### config.mk
export PLATFORM = sky130hd
export DESIGN_NAME = edid_port_server
export DESIGN_NICKNAME = d
export VERILOG_FILES = /design/src/rtl/edid_port_server.sv
export SDC_FILE = /design/constraint.sdc
export NUM_CORES = 1
export LEC_CHECK = 0
export ABC_AREA = 1
export BUFFER_PORTS_ARGS = -buffer_cell sky130_fd_sc_hd__buf_2
export CORE_UTILIZATION = 50
export DETAILED_ROUTE_END_ITERATION = 10
export PLACE_DENSITY = 0.74
export REMOVE_ABC_BUFFERS = 1
export SLEW_MARGIN = 30
export SYNTH_ARGS = -nofsm -noshare
export SYNTH_HDL_FRONTEND = slang
export SYNTH_SLANG_ARGS = --single-unit
### constraint.sdc
create_clock -name clk -period 5.55 [get_ports clk]
set_clock_uncertainty 0.2 [all_clocks]
set_input_delay 0.8325 -clock clk [delete_from_list [all_inputs] [get_ports clk]]
set_output_delay 0.8325 -clock clk [all_outputs]
set_load 0.05 [all_outputs]
### src/rtl/edid_port_server.sv
module edid_port_server #(
  parameter logic [7:0] CSUM_ADDR = 8'hFF
) (
  input  logic        clk,
  input  logic        rst_n,
  input  logic [7:0]  vsdb_base,
  input  logic [3:0]  req,
  input  logic [31:0] port_addr,
  output logic [7:0]  mem_addr,
  input  logic [7:0]  mem_rdata,
  output logic [3:0]  rd_valid,
  output logic [31:0] rd_data
);
  localparam logic [2:0] FETCH_TGT = 3'd5;
  localparam logic [2:0] DONE_STEP = 3'd6;

  logic       busy;
  logic [2:0] step;
  logic [1:0] cur, last, nxt, idx;
  logic       found;
  logic [7:0] t_addr, ovr_ab, ovr_cd, def4, def5;
  logic [3:0] sel, nib;
  logic [7:0] n4, n5, off, result;
  logic [7:0] dout [4];

  always_comb begin
    found = 1'b0;
    nxt   = last;
    idx   = last;
    for (int i = 1; i <= 4; i++) begin
      idx = last + 2'(i);
      if (!found && req[idx] && !rd_valid[idx]) begin
        found = 1'b1;
        nxt   = idx;
      end
    end
  end

  assign mem_addr = (step >= FETCH_TGT) ? t_addr : vsdb_base + 8'(step) + 8'd1;

  always_comb begin
    case (cur)
      2'd0:    nib = ovr_ab[7:4];
      2'd1:    nib = ovr_ab[3:0];
      2'd2:    nib = ovr_cd[7:4];
      default: nib = ovr_cd[3:0];
    endcase
  end

  assign n4  = {sel[3] ? nib : def4[7:4], sel[2] ? nib : def4[3:0]};
  assign n5  = {sel[1] ? nib : def5[7:4], sel[0] ? nib : def5[3:0]};
  assign off = t_addr - vsdb_base;

  always_comb begin
    if (off == 8'd1)                result = 8'h03;
    else if (off == 8'd2)           result = 8'h0C;
    else if (off == 8'd3)           result = 8'h00;
    else if (off == 8'd4)           result = n4;
    else if (off == 8'd5)           result = n5;
    else if (t_addr == CSUM_ADDR)   result = mem_rdata - (n4 - def4) - (n5 - def5);
    else                            result = mem_rdata;
  end

  always_ff @(posedge clk or negedge rst_n) begin
    if (!rst_n) begin
      busy     <= 1'b0;
      step     <= '0;
      cur      <= '0;
      last     <= 2'd3;
      t_addr   <= '0;
      ovr_ab   <= '0;
      ovr_cd   <= '0;
      sel      <= '0;
      def4     <= '0;
      def5     <= '0;
      rd_valid <= '0;
      for (int i = 0; i < 4; i++) dout[i] <= '0;
    end else begin
      rd_valid <= '0;
      if (!busy) begin
        if (found) begin
          busy   <= 1'b1;
          step   <= '0;
          cur    <= nxt;
          last   <= nxt;
          t_addr <= port_addr[{nxt, 3'b000} +: 8];
        end
      end else begin
        step <= step + 3'd1;
        case (step)
          3'd1: ovr_ab <= mem_rdata;
          3'd2: ovr_cd <= mem_rdata;
          3'd3: sel    <= mem_rdata[3:0];
          3'd4: def4   <= mem_rdata;
          3'd5: def5   <= mem_rdata;
          DONE_STEP: begin
            dout[cur]     <= result;
            rd_valid[cur] <= 1'b1;
            busy          <= 1'b0;
          end
          default: ;
        endcase
      end
    end
  end

  for (genvar g = 0; g < 4; g++) begin : g_out
    assign rd_data[g*8 +: 8] = dout[g];
  end
endmodule

# After elaboration in Yosys (flattened, before gate mapping)
# Cells that the tools add are included.
[totals]
in_bits = 54
wordCells = 125
reg_bits = 88
[classes]
eq_ne = 14
reduce_logical = 25
magnitude_cmp = 9
shifts = 1
bitwise = 2
addsub = 11
mux = 48
[op_table]
columns = ["operator", "count"]
rows = [
  ["$mux W8", 8],
  ["$sub A8 B8 Y8", 5],
  ["$bwmux W32", 1],
  ["$shiftx A32 B6 Y8", 1],
  ["$mux W4", 6],
  ["$bmux W1 S2", 8],
  ["$demux W8 S2", 1],
  ["$eq A8 B2 Y1 const B", 2],
  ["$eq A8 B3 Y1 const B", 2],
  ["$mux W1", 16],
  ["$lt A2 B3 Y1 const B", 5],
  ["$reduce_and A2 Y1", 7],
  ["$pmux W4 S3", 1],
  ["$eq A3 B3 Y1 const B", 3],
  ["$logic_and A1 B1 Y1", 9],
  ["$add A8 B1 Y8 const B", 1],
  ["$add A8 B3 Y8", 1],
  ["$eq A8 B1 Y1 const B", 1],
  ["$eq A8 B8 Y1 const B", 1],
  ["$mux W2", 4],
  ["$logic_not A1 Y1", 7],
  ["$eq A3 B2 Y1 const B", 2],
  ["$ge A3 B3 Y1 const B", 2],
  ["$mux W3", 2],
  ["13 further kinds", 14],
]

# Depth between registers and ports, before layout
[depth]
ltp_word = 20
mapped_depth = 30

# Least setup slack after synthesis
# OpenSTA, ideal clock, no wires.
[synth_timing]
kind = "register to register"
from = "reg cur[1]"
to = "reg dout (netlist bit rd_data[15])"
stages_incl_launch_ff = 25
path_buffers = 0
arrival_time_ns = 3.860
slack_ns = 1.371
required_ns = 5.232
cell_sequence = "dfrtp_1 -> nand2_1 -> inv_1 -> nand2_1 -> nand4_1 -> mux2i_1 -> fa_1 -> fa_1 -> inv_1 -> fa_1 -> inv_1 -> ha_1 -> a21oi_1 -> o21a_1 -> nand2_1 -> nand2_1 -> nand2_1 -> inv_1 -> nand3_1 -> nand2_1 -> nand2_1 -> nand3_1 -> nand2_1 -> nand3_1 -> nand2_1"
[synth_via]
elab_chain_cells = 13
[synth_lines]
columns = ["item", "line", "source"]
rows = [
  ["start: declaration", "19", "logic [1:0] cur, last, nxt, idx;"],
  ["start signal: assignment", "84", "cur <= nxt;"],
  ["$eq A2 B2 Y1, or another cell as far along", "42", "case (cur)"],
  ["$pmux W4 S3", "42", ""],
  ["$mux W4", "50", "assign n4 = {sel[3] ? nib : def4[7:4], sel[2] ? nib : def4[3:0]};"],
  ["$sub A8 B8 Y8 (3 in a row)", "60", "else if (t_addr == CSUM_ADDR) result = mem_rdata - (n4 - def4) - (n5 - def5);"],
  ["$mux W8", "60", ""],
  ["$mux W8", "59", "else if (off == 8'd5) result = n5;"],
  ["$mux W8", "58", "else if (off == 8'd4) result = n4;"],
  ["$mux W8", "57", "else if (off == 8'd3) result = 8'h00;"],
  ["$mux W8", "56", "else if (off == 8'd2) result = 8'h0C;"],
  ["$mux W8", "55", "if (off == 8'd1) result = 8'h03;"],
  ["$bwmux W32 *", "97", "dout[cur] <= result;"],
  ["end signal: indexed assignment", "97", ""],
  ["end: declaration", "24", "logic [7:0] dout [4];"],
]
# Every way passes the cells marked *; elsewhere a longest branch is shown, timed or not.
# A chain may end at the register's enable or synchronous reset.

# Worst setup path in the final report
[layout_timing]
from = "reg cur[1]"
to = "reg dout (netlist bit rd_data[6])"
# Same word-level chain as after synthesis.

==> summary.md <==
| Metric | Value |
|---|---|
| Status | completed |
| HP Class | input pin to async pin |
| Layout area overhead | 14.5% |
| Mux contribution to synthesized area | 0.474% |
| Post-DP HPWL | 12200 µm |
| H-tree depth | 3 |
| Vias per Instance | 5.12 |
| Sequential area share after synthesis | 34.8% |
| IO Port Bufs | 97 |
| Finish-stage setup viols | 0 |
| Rel. slew slack | 47.3% |
| Initial DRC Count | 516 |
| FF/Latch Area | 0.00220 mm² |
| # rows | 40 |
| Resized Gates After CTS | 0 |
| Layout cells sized above 1 | 16.8% |
| First-pass GRT wire length | 26400 µm |
| Die Y | 115 µm |
| Xor and xnor fraction of the mapped netlist area | 1.91% |
| Routability cong. | 0.937 |
| Post-Route WL | 16000 µm |
| Antenna diode count | 0 |
| Vias | 5801 |
| Max_cap viols | 0 |
| Area taken by multi-input logic gates | 0.00356 mm² |
| CP endpoint kind | flop |
| Total global-route track usage | 26.2% |
| Final Max Tran Viols | 0 |
| Skew-Pair Late Insertion Delay | 0.36 ns |
| Crit share post-route | 88.1% |
| Adder-cell share of the synthesized area | 11.6% |
| TritonCTS clock tree | built |
| WS Path Type | flop to flop |
| TritonCTS buffer count | 9 |
| Setup ws final | 0.662 ns |
| CP required | 5.65 ns |
| Setup bufs post-CTS | 0 |
| Post-route ant nets | 0 |
| Yosys warns | 0 |
| Initial core utilization | 52.1% |
| Final nets | 1060 |
| Synthesis-stage register bit count | 88 |
| Root buffer cell | clkbuf_16 |
| Synthesized cell area | 0.00634 mm² |
| Chip width | 115 µm |
| Vias in the first global route | 5321 |
| DRC | 0 |
| Achievable frequency | 205 MHz |
| Worst Tran Pin Value | 0.788 ns |
| Clock buffer depth | 2 |
| Hold Fails Final Rpt | 0 |
| CP Launch Point | cur[1] |
| DRT Pass-1 Iters | 5 |
| Fill count | 1176 |
| Avg Cell Area, Syn | 7.32 µm² |
| Worst r2r src | cur[1] |
| Drt wl/cell | 14.1 µm |
| Worst Path Arrival | 4.99 ns |
| Grt ovf | 0 |
| CP max FO | 8 |
| Fin crit period | 4.89 ns |
| Post-Synth Simple-Gate Area | 32.3% |
| R2r setup slk | 0.66 ns |
| Post-Synthesis Cells | 866 |
| Compound-Gate Fraction of Synth Area | 9.91% |
| Critical path startpoint category | flop |
| Yosys cell types | 46 |
| Setup_tns | 0 ns |
| Hold Buf Count CTS | 0 |
| Clock slew at the register clock pins of the worst setup and hold paths | 0.07 ns |
| Main combinational cell family by area after synthesis | simple AND/OR/NAND/NOR gates |
| Initial antenna violation count | 0 |
| Pin count of the biggest net entering global routing | 49 |
| Core ar. | 0.0122 mm² |
| RSZ-0062 raised after global routing | no |
| DIE AREA | 0.0131 mm² |
| Clock Sinks | 88 |
| DP Worst Slack | 0.766 ns |
| Top Ports | 98 |
-- layout by cell type (no fill, tap or decap), types with 2 or more instances in the layout --
cell type	instances
buf_4	2
dfstp_2	2
mux2i_1	3
o31ai_1	3
dfrtp_1	86
a21oi_1	11
clkbuf_16	9
nor2_2	7
xor2_1	8
o21ai_0	67
clkinv_1	4
nand3_2	2
inv_2	6
inv_1	115
nor2_4	3
ha_1	22
o21a_1	3
xnor2_1	4
fa_1	23
nor3_1	4
clkinvlp_4	3
a21oi_2	2
inv_6	2
nand2_2	6
o21ai_1	12
nand2_4	5
nand2_1	320
buf_2	96
o211ai_1	3
nand4_1	9
or2_1	2
or2_2	2
nand3_1	81
o21ai_2	6
nor2_1	20
-- sequential cells by signal, indices dropped and copies added (netlist names) --
| register | flops |
|---|---|
| busy | 1 |
| cur | 2 |
| def4 | 8 |
| def5 | 8 |
| last | 2 |
| ovr_ab | 8 |
| ovr_cd | 8 |
| rd_data | 32 |
| rd_valid | 4 |
| sel | 4 |
| step | 3 |
| t_addr | 8 |
-- worst paths after layout --
check,endpoint,cells after the start
min in group clk,rd_data[25],2
max reg2reg,rd_data[6],23
min reg2reg,rd_data[25],2
max in group asynchronous,rd_data[9],2
min,ovr_cd[2],1
max,rd_data[6],23
-- cells by family after synthesis --
group | count (synthesis)
fa+ha+maj | 45
buf+inv | 140
flops | 88
xor+xnor | 13
simple gates | 465
mux | 3
compound gates | 112
-- area by class of cell --
| type | count | area share (%) |
|---|---|---|
| multi-input cells | 638 | 49.1 |
| repair buffers | 98 | 6.82 |
| well taps | 168 | 2.89 |
| clock inverters | 7 | 1.09 |
| flip-flops and latches | 88 | 30.4 |
| inverters | 126 | 6.69 |
| clock buffers | 9 | 3.10 |
-- critical path, cell delays in order (launching register included) --
cell and delay, ns:
dfrtp_1 0.45, nor2_1 0.23, nand2_1 0.13, nand3_1 0.19
nand2_1 0.13, nand2_1 0.07, o21ai_0 0.19, fa_1 0.54
fa_1 0.52, inv_1 0.05, fa_1 0.49, inv_1 0.04
ha_1 0.38, nand2_1 0.08, nand2_1 0.08, nand2_1 0.06
nand3_1 0.10, xor2_1 0.15, nand2_1 0.06, o211ai_1 0.14
nand3_1 0.11, o21ai_1 0.25, nand3_1 0.12, nand2_1 0.08
-- cells in the mapped netlist (all sizes together) --
cell / n / area [µm²]
inv: 122 / 470
clkinv: 4 / 15.0
buf: 7 / 62.6
o22ai: 1 / 6.26
o211ai: 4 / 35.0
nand4: 10 / 68.8
a31oi: 1 / 6.26
nand3: 83 / 425
nand2: 332 / 1320
dfstp: 2 / 52.6
a21oi: 13 / 72.6
or2: 4 / 25.0
o31ai: 3 / 22.5
nor3: 4 / 20.0
fa: 23 / 460
a21boi: 1 / 7.51
o21ai: 85 / 448
a211oi: 1 / 7.51
ha: 22 / 275
nand3b: 1 / 20.0
mux2i: 3 / 30.0
clkbuf: 7 / 26.3
xor2: 9 / 86.3
xnor2: 4 / 35.0
nor2: 31 / 173
dfrtp: 86 / 2150
o21a: 3 / 22.5
-- metrics by stage --
stage | hold slack, ns | util (%) | area, µm² | std cells
after floorplan | 0.248 | - | 6250 | 852
after global placement | 0.260 | 57.2 | 6960 | 1118
after CTS | 0.268 | 59.7 | 7260 | 1134
final | 0.257 | 59.7 | 7260 | 1134
after detailed placement | 0.261 | 57.2 | 6960 | 1118
after global routing | 0.291 | 59.7 | 7260 | 1134
-- metal layers --
| layer | share of wire, % | track usage, % | routed length (µm) |
|---|---|---|---|
| met2 | 46 | 41.6 | 7290 |
| met3 | 6.3 | 6.19 | 1010 |
| met1 | 47 | 36.7 | 7520 |
| met5 | 0 | 0 | 0 |
| met4 | 0.91 | 5.19 | 145 |
Power is not shown: default switching activity piles up to over one toggle a cycle in this logic, so the estimate is an artifact.
